File: config.mk
export PLATFORM = sky130hd
export DESIGN_NAME = cmd_queue_seq
export DESIGN_NICKNAME = d
export VERILOG_FILES = /design/src/rtl/qseq_pkg.sv /design/src/rtl/qseq_timer.sv /design/src/rtl/qseq_end_det.sv /design/src/rtl/qseq_qstate.sv /design/src/rtl/cmd_queue_seq.sv
export SDC_FILE = /design/constraint.sdc
export NUM_CORES = 1
export LEC_CHECK = 0
export BUFFER_PORTS_ARGS = -buffer_cell sky130_fd_sc_hd__buf_2
export CAP_MARGIN = 5
export CORE_MARGIN = 1
export CORE_UTILIZATION = 25
export CTS_CLUSTER_SIZE = 24
export DETAILED_ROUTE_END_ITERATION = 8
export HOLD_SLACK_MARGIN = 0.1
export PLACE_DENSITY = 0.41
export SLEW_MARGIN = 10
export SYNTH_ARGS = -nofsm -noshare
export SYNTH_HDL_FRONTEND = slang
export SYNTH_SLANG_ARGS = --single-unit
File: constraint.sdc
create_clock -name clk_i -period 2 [get_ports clk_i]
set_input_delay 0.1 -clock clk_i [delete_from_list [all_inputs] [get_ports clk_i]]
set_output_delay 0.1 -clock clk_i [all_outputs]
set_load 0.1 [all_outputs]
File: src/rtl/qseq_pkg.sv
package qseq_pkg;
  localparam int NQ     = 2;
  localparam int CH_W   = 6;
  localparam int CMD_W  = 9;
  localparam int CNT_W  = 5;
  localparam int INIT_CYC = 2;
  localparam logic [CH_W-1:0] CH_EOQ = 6'd63;

  typedef struct packed {
    logic            pause;
    logic [1:0]      fsel;
    logic [CH_W-1:0] ch;
  } cmd_t;

  typedef enum logic [2:0] {
    ST_IDLE, ST_FETCH, ST_INIT, ST_FINAL, ST_REQ, ST_WAIT
  } st_e;
endpackage

File: src/rtl/qseq_timer.sv
module qseq_timer
  import qseq_pkg::*;
(
  input  logic             clk_i,
  input  logic             rst_ni,
  input  logic             load_i,
  input  logic [CNT_W-1:0] load_val_i,
  output logic             zero_o
);
  logic [CNT_W-1:0] cnt_q;

  always_ff @(posedge clk_i or negedge rst_ni) begin
    if (!rst_ni)            cnt_q <= '0;
    else if (load_i)        cnt_q <= load_val_i;
    else if (cnt_q != '0)   cnt_q <= cnt_q - 1'b1;
  end

  assign zero_o = (cnt_q == '0);
endmodule

File: src/rtl/qseq_end_det.sv
module qseq_end_det
  import qseq_pkg::*;
#(
  parameter int AW = 4
) (
  input  logic [AW:0]     idx_i,
  input  logic            q_sel_i,
  input  logic [AW-1:0]   q2_start_i,
  input  logic [CH_W-1:0] ch_i,
  output logic            eoq_o
);
  logic past_top, q1_limit, code_end;

  assign past_top = idx_i[AW];
  assign q1_limit = !q_sel_i && (idx_i == {1'b0, q2_start_i});
  assign code_end = (ch_i == CH_EOQ);
  assign eoq_o    = past_top || q1_limit || code_end;
endmodule

File: src/rtl/qseq_qstate.sv
module qseq_qstate #(
  parameter int AW = 4
) (
  input  logic        clk_i,
  input  logic        rst_ni,
  input  logic        ss_set_i,
  input  logic        start_i,
  input  logic        done_i,
  input  logic        pause_i,
  input  logic        cmp_clr_i,
  input  logic        pause_clr_i,
  input  logic [AW:0] next_idx_i,
  output logic        ss_en_o,
  output logic        cmp_flag_o,
  output logic        pause_flag_o,
  output logic        paused_o,
  output logic [AW:0] resume_idx_o
);
  always_ff @(posedge clk_i or negedge rst_ni) begin
    if (!rst_ni) begin
      ss_en_o      <= 1'b0;
      cmp_flag_o   <= 1'b0;
      pause_flag_o <= 1'b0;
      paused_o     <= 1'b0;
      resume_idx_o <= '0;
    end else begin
      if (ss_set_i)         ss_en_o <= 1'b1;
      else if (done_i)      ss_en_o <= 1'b0;
      if (done_i)           cmp_flag_o <= 1'b1;
      else if (cmp_clr_i)   cmp_flag_o <= 1'b0;
      if (pause_i)          pause_flag_o <= 1'b1;
      else if (pause_clr_i) pause_flag_o <= 1'b0;
      if (pause_i) begin
        paused_o     <= 1'b1;
        resume_idx_o <= next_idx_i;
      end else if (start_i) begin
        paused_o     <= 1'b0;
      end
    end
  end
endmodule

File: src/rtl/cmd_queue_seq.sv
module cmd_queue_seq
  import qseq_pkg::*;
#(
  parameter int AW    = 4,
  parameter int RES_W = 10
) (
  input  logic              clk_i,
  input  logic              rst_ni,
  input  logic [NQ-1:0]     trig_i,
  input  logic [NQ-1:0]     cont_mode_i,
  input  logic [NQ-1:0]     ss_en_set_i,
  input  logic [AW-1:0]     q2_start_i,
  output logic [AW-1:0]     cmd_addr_o,
  input  logic [CMD_W-1:0]  cmd_data_i,
  output logic [CH_W-1:0]   ch_o,
  output logic              samp_init_o,
  output logic              samp_final_o,
  output logic              conv_start_o,
  input  logic              conv_done_i,
  input  logic [RES_W-1:0]  conv_res_i,
  output logic              res_we_o,
  output logic [AW-1:0]     res_addr_o,
  output logic [RES_W-1:0]  res_data_o,
  output logic              busy_o,
  output logic [NQ-1:0]     ss_en_o,
  output logic [NQ-1:0]     cmp_flag_o,
  output logic [NQ-1:0]     pause_flag_o,
  input  logic [NQ-1:0]     cmp_clr_i,
  input  logic [NQ-1:0]     pause_clr_i,
  input  logic [NQ-1:0]     cmp_ie_i,
  input  logic [NQ-1:0]     pause_ie_i,
  output logic [NQ-1:0]     cmp_irq_o,
  output logic [NQ-1:0]     pause_irq_o
);
  st_e         state_q;
  logic        act_q;
  logic [AW:0] idx_q, next_idx, start_idx;
  cmd_t        cmd_q, cur;

  logic [NQ-1:0] accept, start_p, done_p, pause_p, paused;
  logic [AW:0]   resume_idx [NQ];
  logic          start_any, start_q, eoq, tmr_zero, tmr_load, conv_ok;
  logic [CNT_W-1:0] tmr_val;

  assign cur      = cmd_t'(cmd_data_i);
  assign next_idx = idx_q + 1'b1;
  assign conv_ok  = (state_q == ST_WAIT) && conv_done_i;

  assign accept    = trig_i & (cont_mode_i | ss_en_o);
  assign start_any = |accept;
  assign start_q   = !accept[0];   // queue 1 wins a tie
  assign start_idx = paused[start_q] ? resume_idx[start_q]
                   : (start_q ? {1'b0, q2_start_i} : '0);

  qseq_end_det #(.AW(AW)) u_end (
    .idx_i      (idx_q),
    .q_sel_i    (act_q),
    .q2_start_i (q2_start_i),
    .ch_i       (cur.ch),
    .eoq_o      (eoq)
  );

  assign tmr_load = ((state_q == ST_FETCH) && !eoq) || ((state_q == ST_INIT) && tmr_zero);
  assign tmr_val  = (state_q == ST_FETCH) ? CNT_W'(INIT_CYC - 1)
                  : CNT_W'((CNT_W'(2) << cmd_q.fsel) - CNT_W'(1));

  qseq_timer u_tmr (
    .clk_i      (clk_i),
    .rst_ni     (rst_ni),
    .load_i     (tmr_load),
    .load_val_i (tmr_val),
    .zero_o     (tmr_zero)
  );

  for (genvar q = 0; q < NQ; q++) begin : g_q
    assign start_p[q] = (state_q == ST_IDLE) && start_any && (start_q == 1'(q));
    assign done_p[q]  = (state_q == ST_FETCH) && eoq && (act_q == 1'(q));
    assign pause_p[q] = conv_ok && cmd_q.pause && (act_q == 1'(q));

    qseq_qstate #(.AW(AW)) u_qs (
      .clk_i        (clk_i),
      .rst_ni       (rst_ni),
      .ss_set_i     (ss_en_set_i[q]),
      .start_i      (start_p[q]),
      .done_i       (done_p[q]),
      .pause_i      (pause_p[q]),
      .cmp_clr_i    (cmp_clr_i[q]),
      .pause_clr_i  (pause_clr_i[q]),
      .next_idx_i   (next_idx),
      .ss_en_o      (ss_en_o[q]),
      .cmp_flag_o   (cmp_flag_o[q]),
      .pause_flag_o (pause_flag_o[q]),
      .paused_o     (paused[q]),
      .resume_idx_o (resume_idx[q])
    );
  end

  always_ff @(posedge clk_i or negedge rst_ni) begin
    if (!rst_ni) begin
      state_q <= ST_IDLE;
      act_q   <= 1'b0;
      idx_q   <= '0;
      cmd_q   <= '0;
    end else begin
      unique case (state_q)
        ST_IDLE: if (start_any) begin
          act_q   <= start_q;
          idx_q   <= start_idx;
          state_q <= ST_FETCH;
        end
        ST_FETCH: begin
          if (eoq) state_q <= ST_IDLE;
          else begin
            cmd_q   <= cur;
            state_q <= ST_INIT;
          end
        end
        ST_INIT:  if (tmr_zero) state_q <= ST_FINAL;
        ST_FINAL: if (tmr_zero) state_q <= ST_REQ;
        ST_REQ:   state_q <= ST_WAIT;
        ST_WAIT: if (conv_done_i) begin
          idx_q   <= next_idx;
          state_q <= cmd_q.pause ? ST_IDLE : ST_FETCH;
        end
        default:  state_q <= ST_IDLE;
      endcase
    end
  end

  assign cmd_addr_o   = idx_q[AW-1:0];
  assign ch_o         = cmd_q.ch;
  assign samp_init_o  = (state_q == ST_INIT);
  assign samp_final_o = (state_q == ST_FINAL);
  assign conv_start_o = (state_q == ST_REQ);
  assign res_we_o     = conv_ok;
  assign res_addr_o   = idx_q[AW-1:0];
  assign res_data_o   = conv_res_i;
  assign busy_o       = (state_q != ST_IDLE);
  assign cmp_irq_o    = cmp_flag_o & cmp_ie_i;
  assign pause_irq_o  = pause_flag_o & pause_ie_i;
endmodule

==> results of run 1 <==
-- final cells by class --
cell class | instances | share of cell area, %
inverter | 12 | 1.511
tap | 129 | 5.416
clock inverter | 1 | 0.1679
sequential | 41 | 34.42
clock buffer | 5 | 2.309
timing repair buffer | 84 | 18.56
multi-input combinational | 138 | 37.62
-- stage by stage --
step                total power (W)  worst slack (ps)  setup TNS [ps]  std cells
global route               0.005146             34.97               0        410
floorplan                  0.004098            -58.55          -149.5        227
finish                     0.004854             175.6               0        410
global placement           0.004366             227.3               0        388
detailed placement         0.004357             215.6               0        388
CTS                        0.004904             57.30               0        410
-- cells in the mapped netlist (all sizes together), types with 3 or more instances --
library cell   n  area share (%)
a211oi         4             1.7
a21oi         12             2.5
and2           4             1.0
buf           34              11
dfrtp         41              42
ha             3             1.5
inv           12             1.8
mux2          17             8.4
mux2i          6             2.5
nand2         14             2.5
nand3          5             1.0
nand4          4             1.3
nor2           8             1.2
nor2b          5             1.3
nor3           3             1.1
o21ai         13             2.8
o31ai          3            0.92
xor2           4             1.7
-- routing by layer --
metal	GRT usage (%)	share of wire, %	up-vias
met2	19.34	44	39
met3	2.497	4.3	4
li1	-	-	880
met1	17.41	51	870
met4	3.122	0.58	0
met5	0	0	-
-- worst reg2reg max path, delay by kind of cell (launching register included) --
family                     cells  cell delay, ps
adders and majority gates      1             160
AOI/OAI and AO/OA              1              50
DFF                            1             410
buffers and inverters          1              90
and+or+nand+nor                3             960
-- power by group --
group          switching (W)  internal (W)
combinational        0.00207      0.000860
sequential          0.000303       0.00112
clock               0.000273      0.000230
-- worst max path at each step --
stage                                  to  slack (ps)  cells after the start
2_1_floorplan        idx_q[1]$_DFFE_PN0P_         -60                      5
3_3_place_gp   u_tmr.cnt_q[0]$_DFFE_PN0P_         230                      6
3_5_place_dp   u_tmr.cnt_q[0]$_DFFE_PN0P_         220                      6
4_1_cts                          res_we_o          60                      4
5_1_grt                          res_we_o          30                      3
6_report                         res_we_o         180                      4
-- state kept, by name (all words and copies together), names as in the netlist, 3 cells and up --
name / flops
ch_o: 6
cmd_q: 3
g_q.u_qs.resume_idx_o: 10
idx_q: 5
state_q: 3
u_tmr.cnt_q: 5
-- logic make-up after synthesis --
kind of cell | after synthesis | synth area share [%]
and+or+nand+nor | 57 | 14.10
AOI/OAI and AO/OA | 49 | 16.14
buffers and inverters | 48 | 13.02
DFF | 41 | 41.88
muxes | 23 | 10.88
xor gates and xnor gates | 6 | 2.452
adders and majority gates | 3 | 1.532
-- timing repair --
action,CTS,global route
setup buffers,0,0
endpoints found under the setup margin,0,1
hold buffers,16,0
resized for setup,0,1
endpoints found under the hold margin,34,0
==> run summary, run 1 <==
Status - finished clean
IO Count - 79
Crit path capture type - primary output
Cell Area, Synth - 0.002450 mm^2
Worst-case clock buffer depth - 2
Synth Flop Type - dfrtp_1
Via count - 1793
Worst R2R Path Depth - 6
Core area - 0.009371 mm^2
Pin count of the biggest net entering global routing - 23
Share of post-route cells with drive strength above 1 - 37.72%
Post-synth net total - 270
Synthesized area per cell - 10.79 um^2
CP Cell Sequence - buf_4 > nand3b_1 > nor2_2 > clkbuf_4
Worst-Margin Slew - 536.3 ps
Die height - 101.0 um
Register area share after synthesis - 41.88%
Hold_sp - conv_res_i[0]
First-pass DRT Iterations - 4
Final hold slack - 200.0 ps
#FFs+latches synth - 41
Starting DRC count in detailed routing - 76
Sequential Area - 0.001026 mm^2
Initial antenna violation count - 0
Post-layout util - 31.80%
Dpl cell area - 0.002744 mm^2
First-pass GRT wire length - 9535 um
Nets - 325
Count of different cell masters after synthesis - 53
Post-route ant nets - 0
CTS Buf Count - 5
Gp weighted congestion - 0.7965
Reg2reg end - u_tmr.cnt_q[0]$_DFFE_PN0P_
Die Area - 0.01020 mm^2
Syn. warnings - 0
Worst Setup Start Kind - flop
Critical path type - reg -> out
Hold Path End - res_data_o[0]
Sink Count - 41
Worst slew margin - 64.24%
Starting density of the core - 26.14%
Most frequent cells in the layout - buf_2 (57), dfrtp_1 (41), dlygate4sd3_1 (16), nand2_1 (13), mux2_2 (13)
CP peak stage delay - 440 ps
Clk root buf - clkbuf_8
Vias per inst - 4.373
TritonCTS clock tree - built
Per-cell routed wire length - 14.27 um
Post-synth ARST share - 100.0%
Reg2Reg Launch Point - u_tmr.cnt_q[0]$_DFFE_PN0P_
Cells after Synth - 227
Grt total ovfl - 0
Fmax achieved - 548.1 MHz
# rows - 35
Crit Path Max Fanout - 7
Worst R2R Setup Slack - 210 ps
Crit path DAT - 1720 ps
Fin area - 0.002980 mm^2
RSZ-0062 raised after global routing - false
Fillers - 1004
Setup-failing EPs final - 0
Min-delay worst type - in -> out
Peak supply drop - 0.9175 mV
Clk pin slew, worst setup/hold paths - 70 ps
Area growth syn-to-layout - 21.65%
Die width - 101.0 um
Number of synthesized flops with an enable pin - 0
DP Wirelength - 4466 um
Remaining DRCs - 0
CP Data Required Time - 1900 ps
H-tree depth - 2
Hold Path Cell Cnt - 0
Pwr dens - 1629 mW/mm^2
Min Clock Period, post-route - 1824 ps
Diode count - 0
Most common cell after layout, fill and taps aside - buf_2
Post-Route WL - 5850 um
P_leak - 1.359 nW
Pins Over Slew Limit - 0
Vias in the first global route - 1788
Multi-input logic area - 0.001121 mm^2
Port Buf Inserts - 58
WP buf/inv - 2
Crit path from - state_q[0]$_DFFE_PN0P_
Crit share post-route - 91.22%
Worst skew pair latency - 280 ps
Final Hold Viols - 0
Max-Cap Viols - 0
Clock skew - 3.766 ps
Total track usage - 12.36%
CP delay by family, top - buffers and inverters
Slowest cell on crit path - dfrtp_1
Note: power is estimated with default switching activity, not from simulation.
==> run 2: changes to the inputs <==
MAX_ROUTING_LAYER = met4   (was unset)
SYNTH_HIERARCHICAL = 1   (was unset)
==> run 2 against run 1 <==
Effect of this change: clock-buffer cell count stayed put; flip-flop and latch count stayed put; die area is 1.9% lower; via count is 1.2% lower; final cell count is 3.4% higher; worst setup slack worse by 71 ps; critical endpoint is now u_tmr/cnt_q[2]$_DFFE_PN0P_; largest power group unchanged.
==> run summary, run 2 <==
Fmax achieved - 527.6 MHz
Int Pwr - 0.002232 W
#FFs+latches synth - 41
Clk pin slew, worst setup/hold paths - 90 ps
Die Area - 0.01001 mm^2
First-pass GRT wire length - 9515 um
Post-Route WL - 5835 um
Via count - 1772
DP Wirelength - 4300 um
Share of post-route cells with drive strength above 1 - 41.36%
Min-delay worst type - in -> reg
Diode count - 0
Vias per inst - 4.179
IO Count - 79
Initial antenna violation count - 0
Total track usage - 12.90%
Die height - 100.0 um
Top cell type's share of synthesized area - 42.71%
Max-Cap Viols - 0
Min Clock Period, post-route - 1895 ps
Gp weighted congestion - 0.8179
TritonCTS clock tree - built
Fin area - 0.003050 mm^2
Number of synthesized flops with an enable pin - 0
Grt total ovfl - 0
Worst-case clock buffer depth - 2
Die width - 100.0 um
P_leak - 1.436 nW
Starting DRC count in detailed routing - 100
Pin count of the biggest net entering global routing - 16
Logic pwr share - 58.8%
CP Data Required Time - 2200 ps
Seq pwr share - 26.7%
Most frequent cell after synthesis - dfrtp_1
Synthesized area per cell - 10.44 um^2
Synth area leader - dfrtp_1
Starting density of the core - 25.88%
Setup ws final - 104.5 ps
First-pass DRT Iterations - 4
Dpl cell area - 0.002761 mm^2
Finished Layout Cells - 424
Area growth syn-to-layout - 26.98%
Port Buf Inserts - 58
Worst-Margin Slew - 599.2 ps
Worst skew pair latency - 300 ps
Cell Area, Synth - 0.002402 mm^2
Final Hold Viols - 0
Status - finished clean
Critical path type - reg -> reg
Most common cell after layout, fill and taps aside - buf_2
Clock skew - 10.74 ps
Fraction of power spent switching nets - 53.67%
CTS Buf Count - 5
Setup-failing EPs final - 0
Tot Pwr - 0.004817 W
Register area share after synthesis - 42.71%
Reg with most FFs - g_q.u_qs/resume_idx_o
Post-synth ARST share - 100.0%
Synth Flop Type - dfrtp_1
# rows - 35
Placed cell count - 400
Count of different cell masters after synthesis - 48
Vias in the first global route - 1761
Post-route ant nets - 0
Pwr dens - 1579 mW/mm^2
Most frequent cells in the layout - buf_2 (58), dfrtp_1 (39), inv_1 (16), dlygate4sd3_1 (16), buf_4 (14)
Post-CTS setup buffer count - 0
DP Worst Slack - 89.96 ps
Post-synth net total - 272
Commonest cells in the netlist - dfrtp_1 (41), buf_4 (25), inv_1 (17)
Worst slew margin - 59.63%
Worst Setup Start Kind - flop
Largest cells by area after synthesis - dfrtp_1 (43%), buf_4 (7.8%), mux2_4 (6.3%)
Peak supply drop - 0.6276 mV
Final hold slack - 152.5 ps
Core area - 0.009284 mm^2
Per-cell routed wire length - 13.76 um
Switch Pwr - 0.002585 W
Crit share post-route - 94.77%
Pins Over Slew Limit - 0
Cells after Synth - 230
Clk root buf - clkbuf_8
Crit path DAT - 2090 ps
H-tree depth - 2
Remaining DRCs - 0
Nets - 336
Crit Path Max Fanout - 10
Crit path capture type - flop
Largest register FFs - 10
Syn. warnings - 6
Sink Count - 41
Clock Power Share - 14.5%
-- run 2: changes by cell type in the layout (fill, tap and decap cells not counted), sizes merged, moves of 4 or more --
cell   previous run  this run
nor2              8        17
a21o              1         7
a21oi            12         7
buf              67        72
xnor2             2         7
inv              12        16
-- run 2: metal layers --
| metal | share of wire, % | vias to the layer above | wire length [um] | track usage (%) |
|---|---|---|---|---|
| met3 | 3.0 | 5 | 175 | 2.228 |
| met5 | 0 | - | 0 | - |
| met4 | 0.43 | 0 | 25 | 3.902 |
| met2 | 48 | 37 | 2821 | 19.95 |
| met1 | 48 | 840 | 2813 | 17.32 |
| li1 | - | 890 | - | - |
-- run 2: timing repair --
item                                    in CTS  in global routing
gates resized for setup                      0                  3
hold endpoints to repair                    56                  0
endpoints found under the setup margin       0                  5
hold buffers                                16                  0
-- run 2: power groups by stage --
stage	sequential [W]	combinational, W	clock (W)
3_3_place_gp	0.00130	0.00281	0
3_5_place_dp	0.00130	0.00281	0
5_1_grt	0.00133	0.00301	0.000748
6_report	0.00129	0.00283	0.000697
2_1_floorplan	0.00132	0.00253	0
4_1_cts	0.00129	0.00284	0.000718
-- run 2: final cells by class --
type / instances / area [um^2]
clock inverter: 3 / 46.29
multi-input combinational: 141 / 1122
inverter: 17 / 67.56
sequential: 41 / 1028
tap: 129 / 161.4
timing repair buffer: 88 / 555.5
clock buffer: 5 / 68.82
fill: 992 / 6233
-- run 2: kinds of logic after synthesis --
family,after synthesis,share of synthesized area [%]
simple gates,59,14.01
buf+inv,48,12.40
compound gates,42,12.34
flops,41,42.71
mux,28,14.27
xor+xnor,8,2.917
fa+ha+maj,2,1.042
other cells,2,0.3126
-- run 2: per-stage QoR --
step | TNS [ps] | util [%]
after floorplan | -542.1 | -
after global placement | 0 | 29.74
after detailed placement | 0 | 29.74
after CTS | 0 | 32.71
after global routing | -8.865 | 32.86
final | 0 | 32.86
-- run 2: worst max-delay path: stages, from the launching register on --
cell and delay, ps:
dfrtp_2 400, nor2b_1 120, a2111o_1 420, o31ai_4 190, nor2_1 100, a31oi_2 200, nor2_4 90, o31ai_1 260
-- run 2: worst paths after layout --
path	from	slack, ps	depth (start not counted)	end
worst min register to register	g_q[1].u_qs/ss_en_o$_DFFE_PN0P_	510	1	g_q[1].u_qs/ss_en_o$_DFFE_PN0P_
min in group asynchronous	rst_ni	220	2	g_q[1].u_qs/resume_idx_o[3]$_DFFE_PN0P_
worst max-delay path	idx_q[2]$_DFFE_PN0P_	100	7	u_tmr/cnt_q[2]$_DFFE_PN0P_
worst min-delay path	conv_done_i	150	3	state_q[2]$_DFFE_PN0P_
worst max register to register	idx_q[2]$_DFFE_PN0P_	100	7	u_tmr/cnt_q[2]$_DFFE_PN0P_
max in group asynchronous	rst_ni	1240	3	idx_q[2]$_DFFE_PN0P_
